## src/rtl/dac3w_pkg.sv

```systemverilog
package dac3w_pkg;
  typedef enum logic [2:0] {
    ST_IDLE   = 3'd0,
    ST_SETUP  = 3'd1,
    ST_HIGH   = 3'd2,
    ST_GAP    = 3'd3,
    ST_STROBE = 3'd4,
    ST_FIN    = 3'd5
  } seq_state_e;

  localparam int unsigned OP_W         = 2;
  localparam int unsigned OP_SHIFT_BIT = 0;
  localparam int unsigned OP_LATCH_BIT = 1;
endpackage

```

## src/rtl/dac3w_tick.sv

```systemverilog
module dac3w_tick #(
  parameter int unsigned DIV_W = 8
) (
  input  logic             clk,
  input  logic             rst_n,
  input  logic             accept,
  input  logic             restart,
  input  logic [DIV_W-1:0] div_in,
  output logic             expire
);
  logic [DIV_W-1:0] div_q, div_d;
  logic [DIV_W-1:0] cnt_q, cnt_d;

  always_comb begin
    div_d = accept ? div_in : div_q;
    if (restart)
      cnt_d = div_d;
    else if (cnt_q != '0)
      cnt_d = cnt_q - 1'b1;
    else
      cnt_d = cnt_q;
  end

  always_ff @(posedge clk or negedge rst_n) begin
    if (!rst_n) begin
      div_q <= '0;
      cnt_q <= '0;
    end else begin
      div_q <= div_d;
      cnt_q <= cnt_d;
    end
  end

  assign expire = (cnt_q == '0);

  AST_DIV_HELD: assert property (@(posedge clk) disable iff (!rst_n)
    !accept |=> $stable(div_q)) else $error("divider changed mid-command");
endmodule

```

## src/rtl/dac3w_shifter.sv

```systemverilog
module dac3w_shifter #(
  parameter int unsigned CODE_W = 16,
  parameter int unsigned PAD_W  = 8
) (
  input  logic              clk,
  input  logic              rst_n,
  input  logic              load,
  input  logic              alarm,
  input  logic [CODE_W-1:0] code,
  input  logic              shift,
  output logic              msb,
  output logic              last
);
  localparam int unsigned FRAME_W = CODE_W + PAD_W;
  localparam int unsigned CNT_W   = $clog2(FRAME_W + 1);

  logic [FRAME_W-1:0] sr_q, sr_d;
  logic [CNT_W-1:0]   bits_q, bits_d;

  always_comb begin
    sr_d   = sr_q;
    bits_d = bits_q;
    if (load) begin
      if (alarm) begin
        sr_d   = {{PAD_W{1'b0}}, code};
        bits_d = CNT_W'(FRAME_W);
      end else begin
        sr_d   = {code, {PAD_W{1'b0}}};
        bits_d = CNT_W'(CODE_W);
      end
    end else if (shift) begin
      sr_d   = {sr_q[FRAME_W-2:0], 1'b0};
      bits_d = bits_q - 1'b1;
    end
  end

  always_ff @(posedge clk or negedge rst_n) begin
    if (!rst_n) begin
      sr_q   <= '0;
      bits_q <= '0;
    end else begin
      sr_q   <= sr_d;
      bits_q <= bits_d;
    end
  end

  assign msb  = sr_q[FRAME_W-1];
  assign last = (bits_q == CNT_W'(1));

  AST_NO_UNDERFLOW: assert property (@(posedge clk) disable iff (!rst_n)
    shift |-> (bits_q != '0)) else $error("shift past end of frame");
endmodule

```

## src/rtl/dac3w_ctrl.sv

```systemverilog
module dac3w_ctrl
  import dac3w_pkg::*;
(
  input  logic            clk,
  input  logic            rst_n,
  input  logic            cmd_valid,
  input  logic [OP_W-1:0] cmd_op,
  input  logic            expire,
  input  logic            last,
  input  logic            msb,
  output logic            accept,
  output logic            restart,
  output logic            shift,
  output logic            cmd_ready,
  output logic            done,
  output logic            ser_dat,
  output logic            ser_clk,
  output logic            ser_lat
);
  seq_state_e      st_q, st_d;
  logic [OP_W-1:0] op_q, op_d;
  logic            timed;

  assign cmd_ready = (st_q == ST_IDLE);
  assign accept    = cmd_valid && cmd_ready;
  assign timed     = (st_q == ST_SETUP) || (st_q == ST_HIGH) ||
                     (st_q == ST_GAP)   || (st_q == ST_STROBE);
  assign restart   = accept || (timed && expire);
  assign shift     = (st_q == ST_HIGH) && expire;

  always_comb begin
    st_d = st_q;
    op_d = accept ? cmd_op : op_q;
    unique case (st_q)
      ST_IDLE:
        if (accept) begin
          if (cmd_op[OP_SHIFT_BIT])      st_d = ST_SETUP;
          else if (cmd_op[OP_LATCH_BIT]) st_d = ST_GAP;
          else                           st_d = ST_FIN;
        end
      ST_SETUP:  if (expire) st_d = ST_HIGH;
      ST_HIGH:
        if (expire) begin
          if (!last)                   st_d = ST_SETUP;
          else if (op_q[OP_LATCH_BIT]) st_d = ST_GAP;
          else                         st_d = ST_FIN;
        end
      ST_GAP:    if (expire) st_d = ST_STROBE;
      ST_STROBE: if (expire) st_d = ST_FIN;
      ST_FIN:    st_d = ST_IDLE;
      default:   st_d = ST_IDLE;
    endcase
  end

  always_ff @(posedge clk or negedge rst_n) begin
    if (!rst_n) begin
      st_q <= ST_IDLE;
      op_q <= '0;
    end else begin
      st_q <= st_d;
      op_q <= op_d;
    end
  end

  assign ser_clk = (st_q == ST_HIGH);
  assign ser_lat = (st_q == ST_STROBE);
  assign ser_dat = ((st_q == ST_SETUP) || (st_q == ST_HIGH)) && msb;
  assign done    = (st_q == ST_FIN);

  AST_DATA_STEADY: assert property (@(posedge clk) disable iff (!rst_n)
    !$stable(ser_dat) |-> !ser_clk) else $error("data moved with clock high");
  AST_LATCH_CLK_LOW: assert property (@(posedge clk) disable iff (!rst_n)
    $rose(ser_lat) |-> ($past(!ser_clk) && !ser_clk)) else $error("strobe overlaps clock");
  AST_IDLE_LINES: assert property (@(posedge clk) disable iff (!rst_n)
    cmd_ready |-> (!ser_clk && !ser_lat && !ser_dat)) else $error("lines active while idle");
  AST_READY_DROPS: assert property (@(posedge clk) disable iff (!rst_n)
    accept |=> !cmd_ready) else $error("ready stayed high after accept");
  AST_DONE_PULSE: assert property (@(posedge clk) disable iff (!rst_n)
    done |=> (!done && cmd_ready)) else $error("done longer than one cycle");
  AST_NO_CLK_STROBE_ONLY: assert property (@(posedge clk) disable iff (!rst_n)
    (ser_clk && !$past(ser_clk)) |-> op_q[OP_SHIFT_BIT]) else $error("clock in strobe-only op");
endmodule

```

## src/rtl/dac3w_host_seq.sv

```systemverilog
module dac3w_host_seq
  import dac3w_pkg::*;
#(
  parameter int unsigned CODE_W = 16,
  parameter int unsigned PAD_W  = 8,
  parameter int unsigned DIV_W  = 8
) (
  input  logic              clk,
  input  logic              rst_n,
  input  logic              cmd_valid,
  output logic              cmd_ready,
  input  logic [OP_W-1:0]   cmd_op,
  input  logic [CODE_W-1:0] cmd_code,
  input  logic              cmd_alarm,
  input  logic [DIV_W-1:0]  half_div,
  output logic              done,
  output logic              ser_dat,
  output logic              ser_clk,
  output logic              ser_lat
);
  logic accept, restart, shift, expire, last, msb;

  dac3w_tick #(.DIV_W(DIV_W)) u_tick (
    .clk     (clk),
    .rst_n   (rst_n),
    .accept  (accept),
    .restart (restart),
    .div_in  (half_div),
    .expire  (expire)
  );

  dac3w_shifter #(.CODE_W(CODE_W), .PAD_W(PAD_W)) u_shift (
    .clk   (clk),
    .rst_n (rst_n),
    .load  (accept),
    .alarm (cmd_alarm),
    .code  (cmd_code),
    .shift (shift),
    .msb   (msb),
    .last  (last)
  );

  dac3w_ctrl u_ctrl (
    .clk       (clk),
    .rst_n     (rst_n),
    .cmd_valid (cmd_valid),
    .cmd_op    (cmd_op),
    .expire    (expire),
    .last      (last),
    .msb       (msb),
    .accept    (accept),
    .restart   (restart),
    .shift     (shift),
    .cmd_ready (cmd_ready),
    .done      (done),
    .ser_dat   (ser_dat),
    .ser_clk   (ser_clk),
    .ser_lat   (ser_lat)
  );
endmodule

```

## config.mk

```make
export PLATFORM = sky130hd
export DESIGN_NAME = dac3w_host_seq
export DESIGN_NICKNAME = d
export VERILOG_FILES = /design/src/rtl/dac3w_pkg.sv /design/src/rtl/dac3w_tick.sv /design/src/rtl/dac3w_shifter.sv /design/src/rtl/dac3w_ctrl.sv /design/src/rtl/dac3w_host_seq.sv
export SDC_FILE = /design/constraint.sdc
export NUM_CORES = 1
export LEC_CHECK = 0
export ABC_AREA = 0
export BUFFER_PORTS_ARGS = -buffer_cell sky130_fd_sc_hd__buf_2
export CAP_MARGIN = 20
export CORE_UTILIZATION = 45
export CTS_CLUSTER_SIZE = 28
export DETAILED_ROUTE_END_ITERATION = 8
export GPL_TIMING_DRIVEN = 0
export SKIP_LAST_GASP = 1
export SLEW_MARGIN = 20
export SYNTH_ARGS = -nofsm -noshare
export SYNTH_HDL_FRONTEND = slang
export SYNTH_HIERARCHICAL = 1
export SYNTH_SLANG_ARGS = --single-unit
export TNS_END_PERCENT = 5
```

## constraint.sdc

```tcl
create_clock -name clk -period 4.48 [get_ports clk]
set_input_delay 0.896 -clock clk [delete_from_list [all_inputs] [get_ports clk]]
set_output_delay 0.896 -clock clk [all_outputs]
set_load 0.01 [all_outputs]
```

==> run summary <==
status: finished clean
Synth area leaders: dfrtp_1, mux2i_1, mux2_2
Buf+Inv Stages, Crit Path: 3
drt wl/cell: 14.8 um
DRC viols: 0
RSZ-0062 raised after global routing: no
antenna-violating nets left: 0
clk_lat worst skew: 300 ps
Die X: 79.0 um
synthesized flop and latch total: 49
Mapped Area: 2670 um2
final number of setup-violating endpoints: 0
hold_buf cts: 0
Leak Pwr: 1.26 nW
fin worst setup slack: 1620 ps
sequential-to-total area share from yosys stat: 46.0%
total CTS buffers: 5
pre-CTS setup slack: 1630 ps
Synth area leader: dfrtp_1
Worst Setup End Kind: flop
worst-margin pin slew: 721 ps
HP Class: flop to flop
drt initial violations: 82
CP Max Fanout: 10
CTS tree: yes
Final HPWL DP: 3840 um
Worst Hold Endpoint: u_tick/div_q[3]$_DFF_PN0_
postcts setup bufs: 0
area grow syn2layout: 12.9%
Req. time, crit path: 4680 ps
drt total wl: 5380 um
R2R setup slack: 1620 ps
Die Ht: 79.0 um
root buffer cell: clkbuf_8
# Max-Cap Violations: 0
fmax: 349 MHz
hold depth: 1
clock sink count: 49
Synth Flop Type: dfrtp_1
Core Footprint: 5610 um2
IO Count: 35
setup_tns: 0 ps
Worst R2R Path Depth: 10
number of synthesized flops with an enable pin: 0
drt pass-1 iters: 4
antenna cells: 0
post-route minimum period: 2860 ps
Final Cycle Share: 63.9%
WP data arrival: 3060 ps
die area: 6240 um2
CP Launch Type: flop
drt via density: 5.41
htree depth: 2
pin count of the biggest net entering global routing: 50
Slew Limit Fails: 0
Rows: 27
GRT Residual Overflow: 0
Synth Warn #: 6
Avg Cell Area, Syn: 10.7 um2
final non-filler cell total: 363
pwr dens: 533 nW/um2
dpl cells: 355
total global-route track usage: 19.8%
Resized Gates After CTS: 0
Total Nets Final: 323
layout cells sized above 1: 25.1%
worst hold start: u_tick/div_q[3]$_DFF_PN0_
CTS Buffer Depth: 2
CP peak stage delay: 480 ps
Fill cells: 531
peak supply drop: 0.000264 V
I/O Buffers: 34
vias in the first global route: 1922
Syn Nets: 282
R2R Path End: u_tick/cnt_q[5]$_DFFE_PN0P_
Worst Skew: 8.43 ps
worst-path cell chain: inv_1, ha_1, or3b_1, clkbuf_2, nor2_1, nand3_1, o21ai_1, clkbuf_1, a21oi_1, a221oi_1
Mapped Cells: 249
Unique masters post-synth: 52
FFs w/ async S/R, synth: 100%
kind of critical path: flop to flop
share of the synthesized area in the top cell type: 46.0%
antenna violations before repair: 0
via count: 1964
effective utilization at floorplan: 47.5%
Final GP Congestion: 0.727
Slew HR: 51.5%
first-pass GRT wire length: 9470 um
cell family with most CP delay: simple AND/OR/NAND/NOR gates
critical path's slowest cell: nor2_1
clock-pin slew on the worst setup and hold paths: 90 ps
Hold Violations, Final: 0
RR Startpoint: u_tick/cnt_q[0]$_DFFE_PN0P_
==> where the power goes <==
group	switching [mW]	internal, mW
combinational	0.313	0.298
sequential	0.118	0.626
clock	0.138	0.111
==> cell type report <==
class | instances | area, um2 | area share [%]
tap | 72 | 90.1 | 2.99
multi-input combinational | 175 | 1270 | 42.2
sequential | 49 | 1230 | 40.7
buffer | 17 | 140 | 4.66
inverter | 8 | 30.0 | 0.998
timing repair buffer | 34 | 173 | 5.74
clock buffer | 8 | 80.1 | 2.66
==> per-layer routing <==
| layer | part of all wire, % | vias to the layer above | wire length, um | global-route usage [%] |
|---|---|---|---|---|
| met5 | 0 | - | 0 | 0 |
| met2 | 45 | 34 | 2430 | 29.6 |
| met4 | 0.48 | 0 | 26 | 6.00 |
| li1 | - | 975 | - | - |
| met3 | 3.1 | 2 | 169 | 3.91 |
| met1 | 51 | 953 | 2750 | 28.9 |
==> stage by stage <==
stage / instance area [um2] / hold WS (ps) / utilization [%] / total power, mW
4_1_cts: 3010 / 508 / 53.7 / 1.63
2_1_floorplan: 2670 / 472 / - / 1.21
6_report: 3010 / 502 / 53.7 / 1.60
5_1_grt: 3010 / 533 / 53.7 / 1.76
3_5_place_dp: 2930 / 487 / 52.2 / 1.37
3_3_place_gp: 2930 / 480 / 52.2 / 1.35
==> sequential cells by signal, summed over array words and instances (netlist names) <==
signal and cells:
u_shift/sr_q 24, u_tick/cnt_q 8, u_tick/div_q 8, u_shift/bits_q 5
u_ctrl/st_q 3, u_ctrl/op_q 1
==> logic make-up after synthesis <==
group | count (synthesis) | synth area share (%)
buf+inv | 25 | 6.38
flops | 49 | 46.0
xor+xnor | 5 | 1.64
fa+ha+maj | 3 | 1.41
compound gates | 59 | 14.2
mux | 34 | 13.2
simple gates | 74 | 17.2
==> worst max-delay path by stage <==
stage / endpoint / depth (start not counted) / startpoint
2_1_floorplan: u_shift/sr_q[21]$_DFFE_PN0P_ / 11 / u_tick/cnt_q[0]$_DFFE_PN0P_
3_3_place_gp: u_tick/cnt_q[5]$_DFFE_PN0P_ / 10 / u_tick/cnt_q[0]$_DFFE_PN0P_
3_5_place_dp: u_tick/cnt_q[5]$_DFFE_PN0P_ / 10 / u_tick/cnt_q[0]$_DFFE_PN0P_
4_1_cts: u_tick/cnt_q[5]$_DFFE_PN0P_ / 10 / u_tick/cnt_q[0]$_DFFE_PN0P_
5_1_grt: u_tick/cnt_q[5]$_DFFE_PN0P_ / 10 / u_tick/cnt_q[0]$_DFFE_PN0P_
6_report: u_tick/cnt_q[5]$_DFFE_PN0P_ / 10 / u_tick/cnt_q[0]$_DFFE_PN0P_
==> layout by cell type, fill, tap and decap left out, types with 2 or more instances in the layout <==
cell type and count:
dfrtp_1 49, buf_2 40, mux2i_1 25, nand2_1 19, a21oi_1 13, nor2_1 12
o21ai_0 11, o21ai_1 10, mux2_2 8, and2b_1 7, inv_1 7, a211oi_1 7
nor2b_1 6, clkbuf_8 5, clkbuf_1 4, buf_6 4, and2_1 4, xnor2_1 4
o31ai_1 4, nor3_1 3, nand3_1 3, ha_1 3, a31oi_1 3, buf_4 2
nor4b_4 2, nor3b_1 2, or3b_1 2, or3_1 2, buf_12 2, a211oi_2 2
o22ai_1 2, or4_1 2, nor4_1 2
==> synthesized netlist by cell type, types with 2 or more instances <==
master and instances:
mux2_2 8, nor4_1 2, and2_1 4, buf_6 4, or3_1 2, ha_1 3
xnor2_1 4, inv_1 7, nand2_1 19, nor3_1 3, nor3b_1 2, nor4b_4 2
a21oi_1 13, or4_1 2, a211oi_1 7, o22ai_1 2, nand3_1 3, nor2b_1 6
o21ai_0 11, a31oi_1 3, dfrtp_1 49, buf_12 2, o31ai_1 4, and2b_1 7
or3b_1 2, nor2_1 12, a211oi_2 2, buf_2 7, o21ai_1 10, mux2i_1 25
No activity file was read; power rests on OpenSTA's default activity.
